**config.mk**
```make
export PLATFORM = sky130hd
export DESIGN_NAME = xonxoff_flow_ctrl
export DESIGN_NICKNAME = d
export VERILOG_FILES = /design/src/rtl/xfc_pkg.sv /design/src/rtl/xfc_rx_screen.sv /design/src/rtl/xfc_level_watch.sv /design/src/rtl/xfc_tx_arbiter.sv /design/src/rtl/xonxoff_flow_ctrl.sv
export SDC_FILE = /design/constraint.sdc
export NUM_CORES = 1
export LEC_CHECK = 0
export CAP_MARGIN = 20
export CORE_MARGIN = 8
export CORE_UTILIZATION = 35
export CTS_CLUSTER_DIAMETER = 80
export DETAILED_ROUTE_END_ITERATION = 7
export GPL_TIMING_DRIVEN = 0
export PLACE_DENSITY = 0.9
export SLEW_MARGIN = 10
export SYNTH_ARGS = -nofsm -noshare
export SYNTH_HDL_FRONTEND = slang
export SYNTH_SLANG_ARGS = --single-unit
```
**constraint.sdc**
```tcl
create_clock -name clk -period 2.6 [get_ports clk]
set_clock_uncertainty 0.1 [all_clocks]
set_input_delay 0.26 -clock clk [delete_from_list [all_inputs] [get_ports clk]]
set_output_delay 0.26 -clock clk [all_outputs]
set_load 0.01 [all_outputs]
```
**src/rtl/xfc_pkg.sv**
```systemverilog
package xfc_pkg;

  typedef enum logic [1:0] {
    PICK_NONE = 2'd0,
    PICK_XOFF = 2'd1,
    PICK_XON  = 2'd2,
    PICK_DATA = 2'd3
  } pick_e;

  // Slot arbitration: stop before resume before data.
  function automatic pick_e choose_slot(input logic slot, input logic want_off,
                                        input logic want_on, input logic data_ok);
    if (!slot)         return PICK_NONE;
    else if (want_off) return PICK_XOFF;
    else if (want_on)  return PICK_XON;
    else if (data_ok)  return PICK_DATA;
    else               return PICK_NONE;
  endfunction

endpackage

```
**src/rtl/xfc_rx_screen.sv**
```systemverilog
module xfc_rx_screen #(
  parameter int CW = 8
) (
  input  logic          clk,
  input  logic          rst_n,
  input  logic          en,
  input  logic          strip,
  input  logic [CW-1:0] xon_char,
  input  logic [CW-1:0] xoff_char,
  input  logic          rx_valid,
  input  logic [CW-1:0] rx_data,
  output logic          fifo_wr,
  output logic [CW-1:0] fifo_wdata,
  output logic          hit_xon,
  output logic          hit_xoff,
  output logic          remote_stop,
  output logic          irq_xon,
  output logic          irq_xoff
);

  logic is_flow;

  always_comb begin
    hit_xoff   = en && rx_valid && (rx_data == xoff_char);
    hit_xon    = en && rx_valid && (rx_data == xon_char) && !hit_xoff;
    is_flow    = hit_xon || hit_xoff;
    fifo_wr    = rx_valid && !(strip && is_flow);
    fifo_wdata = rx_data;
  end

  always_ff @(posedge clk) begin
    if (!rst_n) begin
      remote_stop <= 1'b0;
      irq_xon     <= 1'b0;
      irq_xoff    <= 1'b0;
    end else begin
      irq_xon  <= hit_xon;
      irq_xoff <= hit_xoff;
      if (!en)           remote_stop <= 1'b0;
      else if (hit_xoff) remote_stop <= 1'b1;
      else if (hit_xon)  remote_stop <= 1'b0;
    end
  end

  a_r5_strip_codes: assert property (@(posedge clk) disable iff (!rst_n)
    (en && strip && rx_valid && ((rx_data == xon_char) || (rx_data == xoff_char))) |-> !fifo_wr);

  a_r8_pass_when_off: assert property (@(posedge clk) disable iff (!rst_n)
    (!en && rx_valid) |-> (fifo_wr && (fifo_wdata == rx_data)));

  a_r3_irq_exclusive: assert property (@(posedge clk) disable iff (!rst_n)
    !(irq_xon && irq_xoff));

  a_r3_irq_has_cause: assert property (@(posedge clk) disable iff (!rst_n)
    (irq_xoff || irq_xon) |-> $past(rx_valid));

  a_r3_stop_latches: assert property (@(posedge clk) disable iff (!rst_n)
    hit_xoff |=> remote_stop);

endmodule

```
**src/rtl/xfc_level_watch.sv**
```systemverilog
module xfc_level_watch #(
  parameter int LW   = 10,
  parameter int LO_W = 8
) (
  input  logic              en,
  input  logic [LW-1:0]     level,
  input  logic [LO_W-1:0]   hi_lsb,
  input  logic [LW-LO_W-1:0] hi_msb,
  input  logic [LO_W-1:0]   lo_lsb,
  input  logic [LW-LO_W-1:0] lo_msb,
  input  logic              last_off,
  output logic              auto_off,
  output logic              auto_on
);

  localparam int HI_W = LW - LO_W;

  function automatic logic [LW-1:0] join_mark(input logic [HI_W-1:0] msb,
                                              input logic [LO_W-1:0] lsb);
    return {msb, lsb};
  endfunction

  logic [LW-1:0] upper_mark;
  logic [LW-1:0] lower_mark;
  logic          over_upper;
  logic          under_lower;

  always_comb begin
    upper_mark  = join_mark(hi_msb, hi_lsb);
    lower_mark  = join_mark(lo_msb, lo_lsb);
    over_upper  = level > upper_mark;
    under_lower = level < lower_mark;
    auto_off    = en && over_upper && !last_off;
    auto_on     = en && under_lower && last_off;
  end

endmodule

```
**src/rtl/xfc_tx_arbiter.sv**
```systemverilog
module xfc_tx_arbiter #(
  parameter int CW = 8
) (
  input  logic          clk,
  input  logic          rst_n,
  input  logic          slot,
  input  logic          auto_off,
  input  logic          auto_on,
  input  logic          req_on,
  input  logic          req_off,
  input  logic          halt,
  input  logic          txq_valid,
  input  logic [CW-1:0] txq_data,
  input  logic [CW-1:0] xon_char,
  input  logic [CW-1:0] xoff_char,
  output logic          tx_load,
  output logic [CW-1:0] tx_char,
  output logic          txq_pop,
  output logic          pend_on,
  output logic          pend_off,
  output logic          last_off
);

  import xfc_pkg::*;

  pick_e pick;
  logic  want_off;
  logic  want_on;
  logic  sent_off;
  logic  sent_on;

  always_comb begin
    want_off = pend_off || auto_off;
    want_on  = pend_on || auto_on;
    pick     = choose_slot(slot, want_off, want_on, txq_valid && !halt);
    sent_off = (pick == PICK_XOFF);
    sent_on  = (pick == PICK_XON);
    tx_load  = (pick != PICK_NONE);
    txq_pop  = (pick == PICK_DATA);
    case (pick)
      PICK_XOFF: tx_char = xoff_char;
      PICK_XON:  tx_char = xon_char;
      PICK_DATA: tx_char = txq_data;
      default:   tx_char = '0;
    endcase
  end

  always_ff @(posedge clk) begin
    if (!rst_n) begin
      pend_on  <= 1'b0;
      pend_off <= 1'b0;
      last_off <= 1'b0;
    end else begin
      pend_off <= req_off || (pend_off && !sent_off);
      pend_on  <= req_on  || (pend_on  && !sent_on);
      if (sent_off)     last_off <= 1'b1;
      else if (sent_on) last_off <= 1'b0;
    end
  end

  a_r4_no_pop_halted: assert property (@(posedge clk) disable iff (!rst_n)
    txq_pop |-> !halt);

  a_r7_load_in_slot: assert property (@(posedge clk) disable iff (!rst_n)
    tx_load |-> slot);

  a_r7_stop_first: assert property (@(posedge clk) disable iff (!rst_n)
    (slot && (pend_off || auto_off)) |-> (tx_load && (tx_char == xoff_char) && !txq_pop));

  a_r2_no_double_stop: assert property (@(posedge clk) disable iff (!rst_n)
    (sent_off && !pend_off) |-> !last_off);

  a_r6_pend_clears: assert property (@(posedge clk) disable iff (!rst_n)
    (sent_off && !req_off) |=> !pend_off);

endmodule

```
**src/rtl/xonxoff_flow_ctrl.sv**
```systemverilog
module xonxoff_flow_ctrl #(
  parameter int CW        = 8,
  parameter int LW        = 10,
  parameter int LO_W      = 8,
  parameter bit STOP_WINS = 1'b1
) (
  input  logic                clk,
  input  logic                rst_n,
  input  logic                cfg_en,
  input  logic                cfg_strip,
  input  logic [CW-1:0]       cfg_xon_char,
  input  logic [CW-1:0]       cfg_xoff_char,
  input  logic [LO_W-1:0]     cfg_hi_lsb,
  input  logic [LW-LO_W-1:0]  cfg_hi_msb,
  input  logic [LO_W-1:0]     cfg_lo_lsb,
  input  logic [LW-LO_W-1:0]  cfg_lo_msb,
  input  logic [LW-1:0]       rx_level,
  input  logic                rx_valid,
  input  logic [CW-1:0]       rx_data,
  output logic                fifo_wr,
  output logic [CW-1:0]       fifo_wdata,
  input  logic                sw_send_xon,
  input  logic                sw_send_xoff,
  output logic                pend_xon,
  output logic                pend_xoff,
  input  logic                force_stop,
  input  logic                force_run,
  input  logic                tx_slot,
  input  logic                txq_valid,
  input  logic [CW-1:0]       txq_data,
  output logic                txq_pop,
  output logic                tx_load,
  output logic [CW-1:0]       tx_char,
  output logic                tx_halted,
  output logic                irq_xon,
  output logic                irq_xoff
);

  logic hit_xon;
  logic hit_xoff;
  logic remote_stop;
  logic last_off;
  logic auto_off;
  logic auto_on;
  logic halt_eff;

  xfc_rx_screen #(.CW(CW)) u_screen (
    .clk        (clk),
    .rst_n      (rst_n),
    .en         (cfg_en),
    .strip      (cfg_strip),
    .xon_char   (cfg_xon_char),
    .xoff_char  (cfg_xoff_char),
    .rx_valid   (rx_valid),
    .rx_data    (rx_data),
    .fifo_wr    (fifo_wr),
    .fifo_wdata (fifo_wdata),
    .hit_xon    (hit_xon),
    .hit_xoff   (hit_xoff),
    .remote_stop(remote_stop),
    .irq_xon    (irq_xon),
    .irq_xoff   (irq_xoff)
  );

  xfc_level_watch #(.LW(LW), .LO_W(LO_W)) u_level (
    .en       (cfg_en),
    .level    (rx_level),
    .hi_lsb   (cfg_hi_lsb),
    .hi_msb   (cfg_hi_msb),
    .lo_lsb   (cfg_lo_lsb),
    .lo_msb   (cfg_lo_msb),
    .last_off (last_off),
    .auto_off (auto_off),
    .auto_on  (auto_on)
  );

  generate
    if (STOP_WINS) begin : g_stop_wins
      always_comb halt_eff = force_stop || (!force_run && remote_stop);
    end else begin : g_run_wins
      always_comb halt_eff = !force_run && (force_stop || remote_stop);
    end
  endgenerate

  assign tx_halted = halt_eff;

  xfc_tx_arbiter #(.CW(CW)) u_arb (
    .clk       (clk),
    .rst_n     (rst_n),
    .slot      (tx_slot),
    .auto_off  (auto_off),
    .auto_on   (auto_on),
    .req_on    (sw_send_xon),
    .req_off   (sw_send_xoff),
    .halt      (halt_eff),
    .txq_valid (txq_valid),
    .txq_data  (txq_data),
    .xon_char  (cfg_xon_char),
    .xoff_char (cfg_xoff_char),
    .tx_load   (tx_load),
    .tx_char   (tx_char),
    .txq_pop   (txq_pop),
    .pend_on   (pend_xon),
    .pend_off  (pend_xoff),
    .last_off  (last_off)
  );

  a_r9_force_stop_holds: assert property (@(posedge clk) disable iff (!rst_n)
    (STOP_WINS && force_stop) |-> tx_halted);

  a_r9_force_run_holds: assert property (@(posedge clk) disable iff (!rst_n)
    (force_run && !force_stop) |-> !tx_halted);

  a_r8_no_irq_when_off: assert property (@(posedge clk) disable iff (!rst_n)
    (!cfg_en && rx_valid) |=> !(irq_xon || irq_xoff));

endmodule

```
# == Word level (Yosys, flattened, before mapping) ==
# Cells that the tools add are included.
# word_totals
elab_cells,53
ff_bits,6
inputBits,73
# classes
eq_ne,5
mux,9
magnitude_cmp,2
reduce_logical,31
# op_table
cell,count
$pmux W8 S3,1
$eq A8 B8 Y1,2
$logic_and A1 B1 Y1,14
$gt A10 B10 Y1,1
$lt A10 B10 Y1,1
$mux W2,4
$logic_not A1 Y1,7
$logic_or A1 B1 Y1,6
$reduce_bool A2 Y1,3
$eq A2 B2 Y1 const B,2
$mux W1,4
$eq A2 B1 Y1 const B,1
$reduce_and A2 Y1,1

# == Longest topological paths before layout ==
# depth
ltp_word,13
depth_mapped,9
mapped_depth_nobuf,8

# == Hierarchy ==
# A second synthesis with hierarchy kept.
# hier_totals
hier_cells,157
hier_area_um2,1256.2
# modules_own_cells
module,cells_each,area_each_um2,instances
xfc_level_watch,69,510.5,1
xfc_rx_screen,48,394.1,1
xfc_tx_arbiter,38,340.3,1
xonxoff_flow_ctrl,2,11.3,1

# == Worst setup path after synthesis ==
# OpenSTA, ideal clock, no wires.
# synth_path
path_kind,input -> output
start,input port cfg_hi_msb[0]
end,output port tx_char[0]
path_stages,8
slack_ns,0.361
arrival_ns,1.879
cell_sequence,inv_1 ha_1 nand4_1 or3_4 a31oi_4 o21ai_4 o21bai_1 a22oi_1
# synth_via
elab_chain_len,8
# synth_rtl
element,line,rtl
from (decl),xonxoff_flow_ctrl.sv:14,"input logic [LW-LO_W-1:0] cfg_hi_msb,"
$gt A10 B10 Y1 (*),xfc_level_watch.sv:31,over_upper = level > upper_mark;
$logic_and A1 B1 Y1 (*) (2 in a row),xfc_level_watch.sv:33,auto_off = en && over_upper && !last_off;
$logic_or A1 B1 Y1 (*),xfc_tx_arbiter.sv:33,want_off = pend_off || auto_off;
$mux W2 (*),xfc_pkg.sv:14,else if (want_off) return PICK_XOFF;
$mux W2 (*),xfc_pkg.sv:13,if (!slot) return PICK_NONE;
$eq A2 B2 Y1 / $eq A2 B1 Y1 (equally long branches),xfc_tx_arbiter.sv:40,case (pick)
$pmux W8 S3 (*),xfc_tx_arbiter.sv:40,
to (decl),xonxoff_flow_ctrl.sv:33,"output logic [CW-1:0] tx_char,"
# Mark *: on every way between the ends. The rest lies on a longest branch, timed or not.

# == Worst setup path in the final report ==
# layout_path
start,input port cfg_lo_msb[0]
end,output port txq_pop
# layout_via
elab_chain_len,8
# layout_rtl
element,line,rtl
from (decl),xonxoff_flow_ctrl.sv:16,"input logic [LW-LO_W-1:0] cfg_lo_msb,"
$lt A10 B10 Y1,xfc_level_watch.sv:32,under_lower = level < lower_mark;
$logic_and A1 B1 Y1 (2 in a row),xfc_level_watch.sv:34,auto_on = en && under_lower && last_off;
$logic_or A1 B1 Y1,xfc_tx_arbiter.sv:34,want_on = pend_on || auto_on;
$mux W2,xfc_pkg.sv:15,else if (want_on) return PICK_XON;
$mux W2,xfc_pkg.sv:14,
$mux W2,xfc_pkg.sv:13,
$eq A2 B2 Y1,xfc_tx_arbiter.sv:39,txq_pop = (pick == PICK_DATA);
to (decl),xonxoff_flow_ctrl.sv:31,"output logic txq_pop,"
# Every way passes these cells.

==> metrics.md <==
| Metric | Value |
|---|---|
| Synth area leaders | ha_1, dfxtp_1, inv_1 |
| Leakage power | 1.18 nW |
| GRT Residual Overflow | 0 |
| Crit Path Max Fanout | 4 |
| Dominant synthesized flop cell | dfxtp_1 |
| DRC Markers | 0 |
| # IOs | 97 |
| Period utilization | 97.5% |
| I/O Buffers | 96 |
| Ys Warns | 0 |
| Root buffer cell | clkbuf_8 |
| R2R Setup Slk | 0.88 ns |
| Max-Cap Viols | 0 |
| # nets final | 379 |
| Worst-Skew Late Latency | 0.23 ns |
| Largest stage delay, worst path | 0.45 ns |
| Die height | 77.1 um |
| Fin crit period | 2.54 ns |
| First-pass GRT wire length | 8.34 mm |
| Clock Path Buffers | 2 |
| CP Class | primary input to output port |
| Max Fclk | 0.394 GHz |
| Outcome | completed |
| Chip width | 77.1 um |
| Final-report hold violation count | 0 |
| Ys async rst share | 0% |
| Die area | 0.00594 mm2 |
| Final wirelength | 5.48 mm |
| Via count of the first global-routing pass | 1,755 |
| Most frequent cells in the layout | clkdlybuf4s50_1, buf_4, inv_1, ha_4, nand2_1 |
| Routability cong. | 0.773 |
| Sequential area share after synthesis | 9.20% |
| Leading cell type in the layout, fill and taps excluded | clkdlybuf4s50_1 |
| Final setup vio count | 0 |
| Clk slew on worst S/H paths | 0.03 ns |
| Initial drt markers | 42 |
| Crit path max-delay cell type | clkdlybuf4s50_1 |
| VDD IR max | 0.000107 V |
| Startpoint type of the worst setup path | primary input |
| Synth Cell Area | 0.00131 mm2 |
| CORE AREA | 0.00363 mm2 |
| Pre-CTS setup slack | -0.803 ns |
| DR WL/cell | 16.5 um |
| Distinct cell type count after synthesis | 39 |
| Slew Limit Fails | 0 |
| R2r worst-path depth | 8 |
| Setup ws final | 0.0649 ns |
| CTS tree | done |
| Hold Path End | u_screen.remote_stop$_SDFFE_PN0N_ |
| Area Growth Syn to Fin | 107% |
| DRT Pass-1 Iters | 4 |
| Vias per Instance | 4.93 |
| Unrepaired setup endpoints after global routing | yes |
| Post-DP HPWL | 3.98 mm |
| Synth top area share | 18.2% |
| Worst EP arrival | 2.18 ns |
| Mapped Avg Cell Area | 7.77 um2 |
| #FFs+latches synth | 6 |
| Worst-margin pin slew | 0.376 ns |
| Critical path required time | 2.24 ns |
| Setup crit end kind | output port |
| Initial antenna violation count | 0 |
| Leading area contributor after synthesis | ha_1 |
| Pwr dens | 263 mW/mm2 |
| Hold depth | 2 |
| Share of cells above drive strength 1 | 35.1% |
| Hold crit path type | register to register |
| Tot Pwr | 0.000709 W |
| Site row count | 22 |
| Number of flops mapped to enable cells by yosys | 0 |
| N_diodes | 0 |
| Antenna Nets Post-Route | 0 |
| Final setup TNS | 0 ns |
| Worst path cell trace | clkdlybuf4s50_1, inv_1, ha_4, o21ai_4, nor2_2, o21bai_1, o21bai_4, buf_6, buf_4, nor3_2, clkdlybuf4s15_2 |
| Num CTS Buffers | 3 |
| Mapped Cells | 168 |
| FF-to-FF End | u_arb.pend_on$_SDFF_PN0_ |
| Hold path startpoint | u_screen.remote_stop$_SDFFE_PN0N_ |
| Initial core utilization | 35.9% |
| Hold-fix buffers, CTS | 0 |
| TritonCTS Sinks | 6 |
| Relative slew slack | 74.9% |
| Via count | 1,642 |
| Reg-to-Reg Start | u_arb.pend_off$_SDFF_PN0_ |
| Tot GR Track Use | 17.1% |
| CTS H-tree lvls | 1 |
| Syn nets | 260 |
| Largest net degree at the start of global routing | 10 |
## synthesized netlist by cell type (2+ instances only)
| cell | instances |
|---|---|
| xor2_1 | 6 |
| nor2_1 | 7 |
| ha_1 | 19 |
| nand3b_1 | 2 |
| nand4_1 | 6 |
| xnor2_1 | 10 |
| o21a_1 | 2 |
| a211oi_1 | 3 |
| o21bai_1 | 2 |
| buf_4 | 8 |
| a21oi_1 | 7 |
| and2_1 | 7 |
| nand2_1 | 14 |
| mux2i_1 | 7 |
| nand2b_1 | 3 |
| dfxtp_1 | 6 |
| o21ai_0 | 6 |
| o21ai_1 | 5 |
| nor3_1 | 2 |
| inv_1 | 26 |
| nor4_1 | 2 |
## final cells by class
type                            instances  area (um2)
Tap cell                               48        60.1
Clock buffer                            3        41.3
Multi-Input combinational cell        127        1290
Fill cell                             270         937
Buffer                                  9        71.3
Inverter                               26        97.6
Sequential cell                         6         120
Timing Repair Buffer                  114        1010
## kinds of logic after synthesis
kind of cell               after synthesis  synth area share, %
and+or+nand+nor                         48                 20.2
xor gates and xnor gates                16                 10.7
buffers and inverters                   35                 12.9
muxes                                    7                 5.37
adders and majority gates               19                 18.2
AOI/OAI and AO/OA                       37                 23.3
DFF                                      6                 9.20
## layer usage
layer	routed length, um	up-vias	GRT usage (%)
met2	3000	58	33.2
met4	104	0	5.66
met1	2070	763	17.3
li1	-	811	-
met3	300	10	3.85
met5	0	-	0
## worst max-delay path by stage
stage / from / end / slack [ns] / cells after the start
2_1_floorplan: cfg_hi_msb[0] / tx_char[0] / 0.36 / 8
3_3_place_gp: cfg_hi_lsb[5] / tx_char[0] / -0.77 / 10
3_5_place_dp: cfg_hi_lsb[5] / tx_char[0] / -0.80 / 10
4_1_cts: cfg_lo_msb[0] / tx_char[0] / 0.03 / 10
5_1_grt: cfg_hi_msb[0] / tx_char[0] / -0.05 / 10
6_report: cfg_lo_msb[0] / txq_pop / 0.06 / 11
## power by group
group	leakage, nW	total (W)	switching (W)	internal (W)
clock network	0.0216	0.000143	0.0000429	0.0000997
logic	1.11	0.000466	0.000199	0.000267
registers	0.0491	0.000100	0.00000388	0.0000962
## critical path, delay by kind of cell
| family | cells | cell delay (ns) |
|---|---|---|
| buf+inv | 5 | 1.04 |
| simple gates | 2 | 0.26 |
| fa+ha+maj | 1 | 0.28 |
| compound gates | 3 | 0.34 |
## registers in the layout, indices dropped and copies added (netlist names)
register	cells
u_arb.last_off	1
u_arb.pend_off	1
u_arb.pend_on	1
u_screen.irq_xoff	1
u_screen.irq_xon	1
u_screen.remote_stop	1
## what timing repair did
action / in CTS / in global routing
gates resized for setup: 110 / 48
setup buffers: 12 / 5
pin swaps: 29 / 24
gates cloned: 1 / 0
hold endpoints to repair: 0 / 0
endpoints found under the setup margin: 11 / 11
## metrics by stage
step | instance area (um2) | util [%] | std cells | hold slack [ns]
6_report | 2700 | 74.2 | 333 | 0.390
5_1_grt | 2700 | 74.2 | 333 | 0.413
4_1_cts | 2610 | 71.9 | 328 | 0.366
3_5_place_dp | 2330 | 64.0 | 312 | 0.355
3_3_place_gp | 2330 | 64.0 | 312 | 0.346
2_1_floorplan | 1310 | - | 168 | 0.276
Note: power is estimated with default switching activity, not from simulation.
